===== src/rtl/preadd_mac_slice.sv =====
module preadd_mac_slice #(
  parameter int AW = 25,
  parameter int BW = 18,
  parameter int PW = 48,
  parameter int S = 0,
  parameter bit USE_PREADD = 1'b1
) (
  input  logic                 clk,
  input  logic                 rst,
  input  logic                 ce_a1,
  input  logic                 ce_a2,
  input  logic                 ce_m,
  input  logic                 ce_p,
  input  logic signed [24:0]   a,
  input  logic signed [24:0]   d,
  input  logic signed [17:0]   b,
  input  logic signed [47:0]   c,
  input  logic signed [47:0]   pcin,
  input  logic [4:0]           mode,
  output logic [47-S:0]        p,
  output logic [47:0]          pcout
);
  localparam int MW = AW + BW;

  logic signed [AW-1:0] a1, a2, pre, d_term;
  logic signed [BW-1:0] b1, b2;
  logic signed [PW-1:0] c1, c2, c3, z, m_ext, p_r, p_nxt;
  logic signed [MW-1:0] m_r;
  logic [4:0] md1, md2, md3;

  assign d_term = USE_PREADD ? (md2[4] ? -d : d) : '0;
  assign pre    = a2 + d_term;
  assign m_ext  = {{(PW-MW){m_r[MW-1]}}, m_r};

  always_comb begin
    case (md3[3:2])
      2'd0:    z = '0;
      2'd1:    z = pcin;
      2'd2:    z = p_r;
      default: z = c3;
    endcase
    case (md3[1:0])
      2'd0:    p_nxt = z + m_ext;
      2'd1:    p_nxt = m_ext - z;
      2'd2:    p_nxt = ~(z + m_ext);
      default: p_nxt = z - m_ext;
    endcase
  end

  always_ff @(posedge clk) begin
    if (rst) begin
      a1 <= '0; b1 <= '0; c1 <= '0; md1 <= '0;
      a2 <= '0; b2 <= '0; c2 <= '0; md2 <= '0;
      m_r <= '0; c3 <= '0; md3 <= '0;
      p_r <= '0;
    end else begin
      if (ce_a1) begin
        a1 <= a; b1 <= b; c1 <= c; md1 <= mode;
      end
      if (ce_a2) begin
        a2 <= a1; b2 <= b1; c2 <= c1; md2 <= md1;
      end
      if (ce_m) begin
        m_r <= pre * b2; c3 <= c2; md3 <= md2;
      end
      if (ce_p) p_r <= p_nxt;
    end
  end

  assign pcout = p_r;
  assign p     = p_r[PW-1:S];

  AST_P_HOLD: assert property (@(posedge clk) disable iff (rst)
    !ce_p |=> $stable(pcout)) else $error("result moved with ce_p low");

  AST_M_HOLD: assert property (@(posedge clk) disable iff (rst)
    !ce_m |=> $stable(m_r)) else $error("product moved with ce_m low");

  AST_ACCUM: assert property (@(posedge clk) disable iff (rst)
    (ce_p && md3[3:0] == 4'b1000) |=> pcout == $past(pcout) + $past(m_ext))
    else $error("accumulate step wrong");

  AST_INV_FORM: assert property (@(posedge clk) disable iff (rst)
    (ce_p && md3[3:0] == 4'b0010) |=> pcout == ~$past(m_ext))
    else $error("inverted form wrong");

  AST_TRUNC: assert property (@(posedge clk) disable iff (rst)
    p == pcout[PW-1:S]) else $error("visible result not aligned");
endmodule


===== config.mk =====
export PLATFORM = sky130hd
export DESIGN_NAME = preadd_mac_slice
export DESIGN_NICKNAME = d
export VERILOG_FILES = /design/src/rtl/preadd_mac_slice.sv
export SDC_FILE = /design/constraint.sdc
export NUM_CORES = 2
export LEC_CHECK = 0
export ABC_AREA = 1
export CORE_MARGIN = 5
export CORE_UTILIZATION = 25
export DETAILED_ROUTE_END_ITERATION = 12
export GPL_ROUTABILITY_DRIVEN = 0
export REMOVE_ABC_BUFFERS = 1
export SLEW_MARGIN = 0
export SYNTH_ARGS = -nofsm -noshare
export SYNTH_HDL_FRONTEND = slang
export SYNTH_SLANG_ARGS = --single-unit

===== constraint.sdc =====
create_clock -name clk -period 17.2 [get_ports clk]
set_input_delay 1.72 -clock clk [delete_from_list [all_inputs] [get_ports clk]]
set_output_delay 1.72 -clock clk [all_outputs]
set_load 0.02 [all_outputs]

==> Flow_metrics.wiki <==
{| class="wikitable"
! Metric !! Value
|-
| Result of the run || completed
|-
| Drt via density || 4.84
|-
| Initial DRC count || 4264
|-
| Layout-stage area growth over the synthesis result || 13.7%
|-
| Max H-tree Level || 2
|-
| Number of different library cells in the post-synthesis netlist || 61
|-
| Die span in x || 429 um
|-
| # DRC || 0
|-
| Slowest stage cell on the critical path || sky130_fd_sc_hd__clkdlybuf4s50_1
|-
| Adder-cell area share of the yosys netlist || between 20 and 30%
|-
| Cell at the root of the clock tree || sky130_fd_sc_hd__clkbuf_16
|-
| Worst setup SP type || primary input
|-
| Setup Total Neg Slack || 0 ns
|-
| Wire length of the first global-routing pass || 267000 um
|-
| Library cell appearing most often on the critical path || sky130_fd_sc_hd__inv_1
|-
| Core area || ~0.17 mm^2
|-
| Post-DP HPWL || 144000 um
|-
| Design Power || 9.70 mW
|-
| Top post-synthesis cells by area || sky130_fd_sc_hd__fa_1, sky130_fd_sc_hd__dfxtp_1, sky130_fd_sc_hd__nand2_1, sky130_fd_sc_hd__inv_1, sky130_fd_sc_hd__nor2_1
|-
| Number of flip-flops and latches in the synthesized netlist || around 340
|-
| Multiplexer share of the synthesized area || 0%
|-
| Post-Synthesis Mean Instance Area || 6.50 um^2
|-
| Sinks on Clock Net || approximately 340
|-
| Core Rows || roughly 150
|-
| Ports || between 200 and 300
|-
| Area fraction in compound gates after synthesis || 12.1%
|-
| Total setup buffers inserted after CTS || 0
|-
| Initial DRT Pass Iterations || 8
|-
| Net count, final || 7713
|-
| Pin count of the biggest net entering global routing || between 100 and 150
|-
| Clock transition at the register clock pins on the worst setup and hold paths after CTS || 0.06 ns
|-
| Xor-xnor portion of the synthesized cell area || under 10%
|-
| Die boundary height || 429 um
|-
| Die Outline Area || 0.184 mm^2
|-
| Leakage dissipation || 25.2 nW
|-
| Achievable Freq || ~90 MHz
|-
| Min-delay worst type || register to register
|-
| Hold-fix buffers at CTS || 0
|-
| Number of maximum-capacitance constraint violations || 0
|-
| Average routed wire per standard cell || 19.5 um
|-
| Dominant combinational cell family by area after synthesis || adder cells
|-
| Count of filler cells inserted in the layout || 19281
|-
| Sequential fraction of the synthesis area || between 10% and 20%
|-
| Routed Antenna Nets || 0
|-
| Endpoint type of the worst setup path || register
|-
| Final critical-path share of the clock period || between 60% and 70%
|-
| Final Hold Violating Endpoints || 0
|-
| Vias after detailed routing || roughly 44000
|-
| Minimum period implied by the final worst setup slack || 10.86 ns
|-
| Cell area after synthesis || 0.0439 mm^2
|-
| Worst slew margin relative to its limit || 28.2%
|-
| Inserted Clock Buffers || 43
|-
| Number of max-slew violations in the final report || 0
|-
| Total grt overflow || 0
|-
| IO buf count || between 200 and 300
|-
| Transition time at the pin with the least slew margin || 1.08 ns
|-
| Maximum clock path buffer count || 3
|-
| Worst-path fanout max || 9
|-
| Top-area cell type share of the netlist area || ~20%
|-
| Critical Setup Path Class || primary input to register
|-
| Areal power density over the cells || 194 mW/mm^2
|-
| Worst stage delay on the critical path || 0.57 ns
|-
| Quantity of gates resized following cts || 0
|-
| Peak supply drop || approximately 0.18 mV
|-
| Initial Util || 25.2%
|-
| Number of warnings issued by yosys || 0
|-
| Number of global-route vias before repair || 43647
|-
| Post-synthesis cell count || roughly 6800
|-
| Global Route Usage Sum || 18.8%
|-
| Fraction of layout instances using a drive strength above 1 || 3.43%
|-
| Setup repair after global routing missed its margin || false
|-
| Final setup viols || 0
|-
| Area share of and/or/nand/nor cells after synthesis || 28.1%
|-
| Total wire length after detailed routing || 179000 um
|-
| Setup Skew || about 0.035 ns
|-
| Arrival time worst endpoint || roughly 11 ns
|-
| TritonCTS clock tree || done
|-
| Library cell occupying the most area in the post-synthesis netlist || sky130_fd_sc_hd__fa_1
|-
| Crit path required time || about 18 ns
|-
| Clk Latency, worst-skew pair || 0.65 ns
|-
| Initial antenna violation count || 17
|}
cells in the mapped netlist (all sizes together):
cell type	instances
o22ai	2
nand3	285
o41ai	2
a31o	1
nor3	31
a221oi	8
o211ai	13
fa	445
and3	4
o211a	1
a21boi	3
nand2	1613
nand2b	2
o221ai	5
o21ai	513
or2	25
nor2	1022
o21bai	23
a21oi	319
xor2	78
o32ai	1
nand3b	9
nor4	6
and2	5
o21a	10
a21o	7
inv	1281
xnor2	21
clkbuf	172
a211oi	7
nand4	49
clkinv	17
a221o	32
ha	274
dfxtp	335
buf	118
a31oi	14
per-layer routing:
metal | up-vias | wire length [um] | GRT usage, %
li1 | 20693 | - | -
met1 | 21029 | 72100 | 23.5
met2 | 2160 | 81000 | 31.1
met3 | 504 | 15600 | 3.83
met4 | 6 | 10100 | 8.42
met5 | - | 45 | 0
logic make-up after synthesis:
logic type,count (synthesis)
buffers and inverters,1588
AO/OA/AOI/OAI,961
flip-flops,335
AND/OR/NAND/NOR,3051
XOR/XNOR,99
adder cells (fa/ha/maj),719
final timing paths:
check | start | cells past startpoint | slack [ns] | end
worst max-delay path | d[0] | 40 | 6.34 | m_r[35]$_SDFFE_PP0P_
worst min-delay path | c3[47]$_SDFFE_PP0P_ | 2 | 0.46 | c3[47]$_SDFFE_PP0P_
worst max register to register | md2[4]$_SDFFE_PP0P_ | 33 | 7.69 | m_r[35]$_SDFFE_PP0P_
worst min register to register | c3[47]$_SDFFE_PP0P_ | 2 | 0.46 | c3[47]$_SDFFE_PP0P_
power by group:
group | switching (mW) | internal [mW]
Sequential | 0.107 | 0.875
Clock | 0.412 | 0.563
Combinational | 5.26 | 2.48
Total | 5.78 | 3.92
critical path: cells and delay by family:
family	cells	cell delay, ns
buf+inv	11	1.82
simple gates	15	2.25
fa+ha+maj	9	3.99
xor+xnor	1	0.19
compound gates	4	1.42
layout by cell type (no fill, tap or decap), types with 6 or more instances in the layout:
| cell | n |
|---|---|
| sky130_fd_sc_hd__nor2_2 | 27 |
| sky130_fd_sc_hd__nand2_4 | 6 |
| sky130_fd_sc_hd__clkbuf_8 | 12 |
| sky130_fd_sc_hd__clkbuf_1 | 9 |
| sky130_fd_sc_hd__inv_2 | 12 |
| sky130_fd_sc_hd__a211oi_1 | 6 |
| sky130_fd_sc_hd__o21ai_1 | 10 |
| sky130_fd_sc_hd__clkdlybuf4s50_1 | 265 |
| sky130_fd_sc_hd__o21ai_0 | 499 |
| sky130_fd_sc_hd__nand3_1 | 280 |
| sky130_fd_sc_hd__nand4_1 | 48 |
| sky130_fd_sc_hd__nand2_2 | 16 |
| sky130_fd_sc_hd__a221oi_1 | 8 |
| sky130_fd_sc_hd__nor3_1 | 26 |
| sky130_fd_sc_hd__o21a_1 | 10 |
| sky130_fd_sc_hd__fa_1 | 445 |
| sky130_fd_sc_hd__dfxtp_1 | 334 |
| sky130_fd_sc_hd__nand3b_1 | 9 |
| sky130_fd_sc_hd__o211ai_1 | 11 |
| sky130_fd_sc_hd__ha_1 | 274 |
| sky130_fd_sc_hd__xnor2_1 | 18 |
| sky130_fd_sc_hd__or2_2 | 17 |
| sky130_fd_sc_hd__a221o_1 | 32 |
| sky130_fd_sc_hd__nand2_1 | 1591 |
| sky130_fd_sc_hd__clkbuf_16 | 43 |
| sky130_fd_sc_hd__a21oi_1 | 314 |
| sky130_fd_sc_hd__buf_4 | 44 |
| sky130_fd_sc_hd__a31oi_1 | 14 |
| sky130_fd_sc_hd__nor2_1 | 992 |
| sky130_fd_sc_hd__nor4_1 | 6 |
| sky130_fd_sc_hd__xor2_1 | 74 |
| sky130_fd_sc_hd__o21bai_1 | 22 |
| sky130_fd_sc_hd__clkinv_1 | 14 |
| sky130_fd_sc_hd__a21o_1 | 7 |
| sky130_fd_sc_hd__inv_1 | 1266 |
state kept, by name, summed over array words and instances, names as in the netlist:
signal,cells
b2,18
a1,25
a2,25
b1,18
c3,48
p,48
md3,4
c1,48
md1,5
m_r,43
c2,48
md2,5
per-stage QoR:
step	std cells	area [um^2]	hold WS, ns	util (%)	setup slack [ns]
3_3_place_gp	9099	48400	0.445	27.8	5.82
2_1_floorplan	6463	42500	0.436	-	7.46
4_1_cts	9177	49900	0.457	28.7	6.38
3_5_place_dp	9099	48400	0.447	27.8	5.74
6_report	9179	49900	0.456	28.7	6.34
5_1_grt	9177	49900	0.478	28.7	5.75
final cells by class:
cell class	instances	area (um^2)	area share, %
Antenna cell	2	5.00	0.0100
Clock buffer	64	1270	2.55
Clock inverter	14	206	0.414
Inverter	1298	4890	9.80
Multi-Input combinational cell	4830	30900	62.0
Sequential cell	335	6710	13.4
Tap cell	2325	2910	5.83
Timing Repair Buffer	311	2990	6.00
Power figures use the tool's default switching activity.
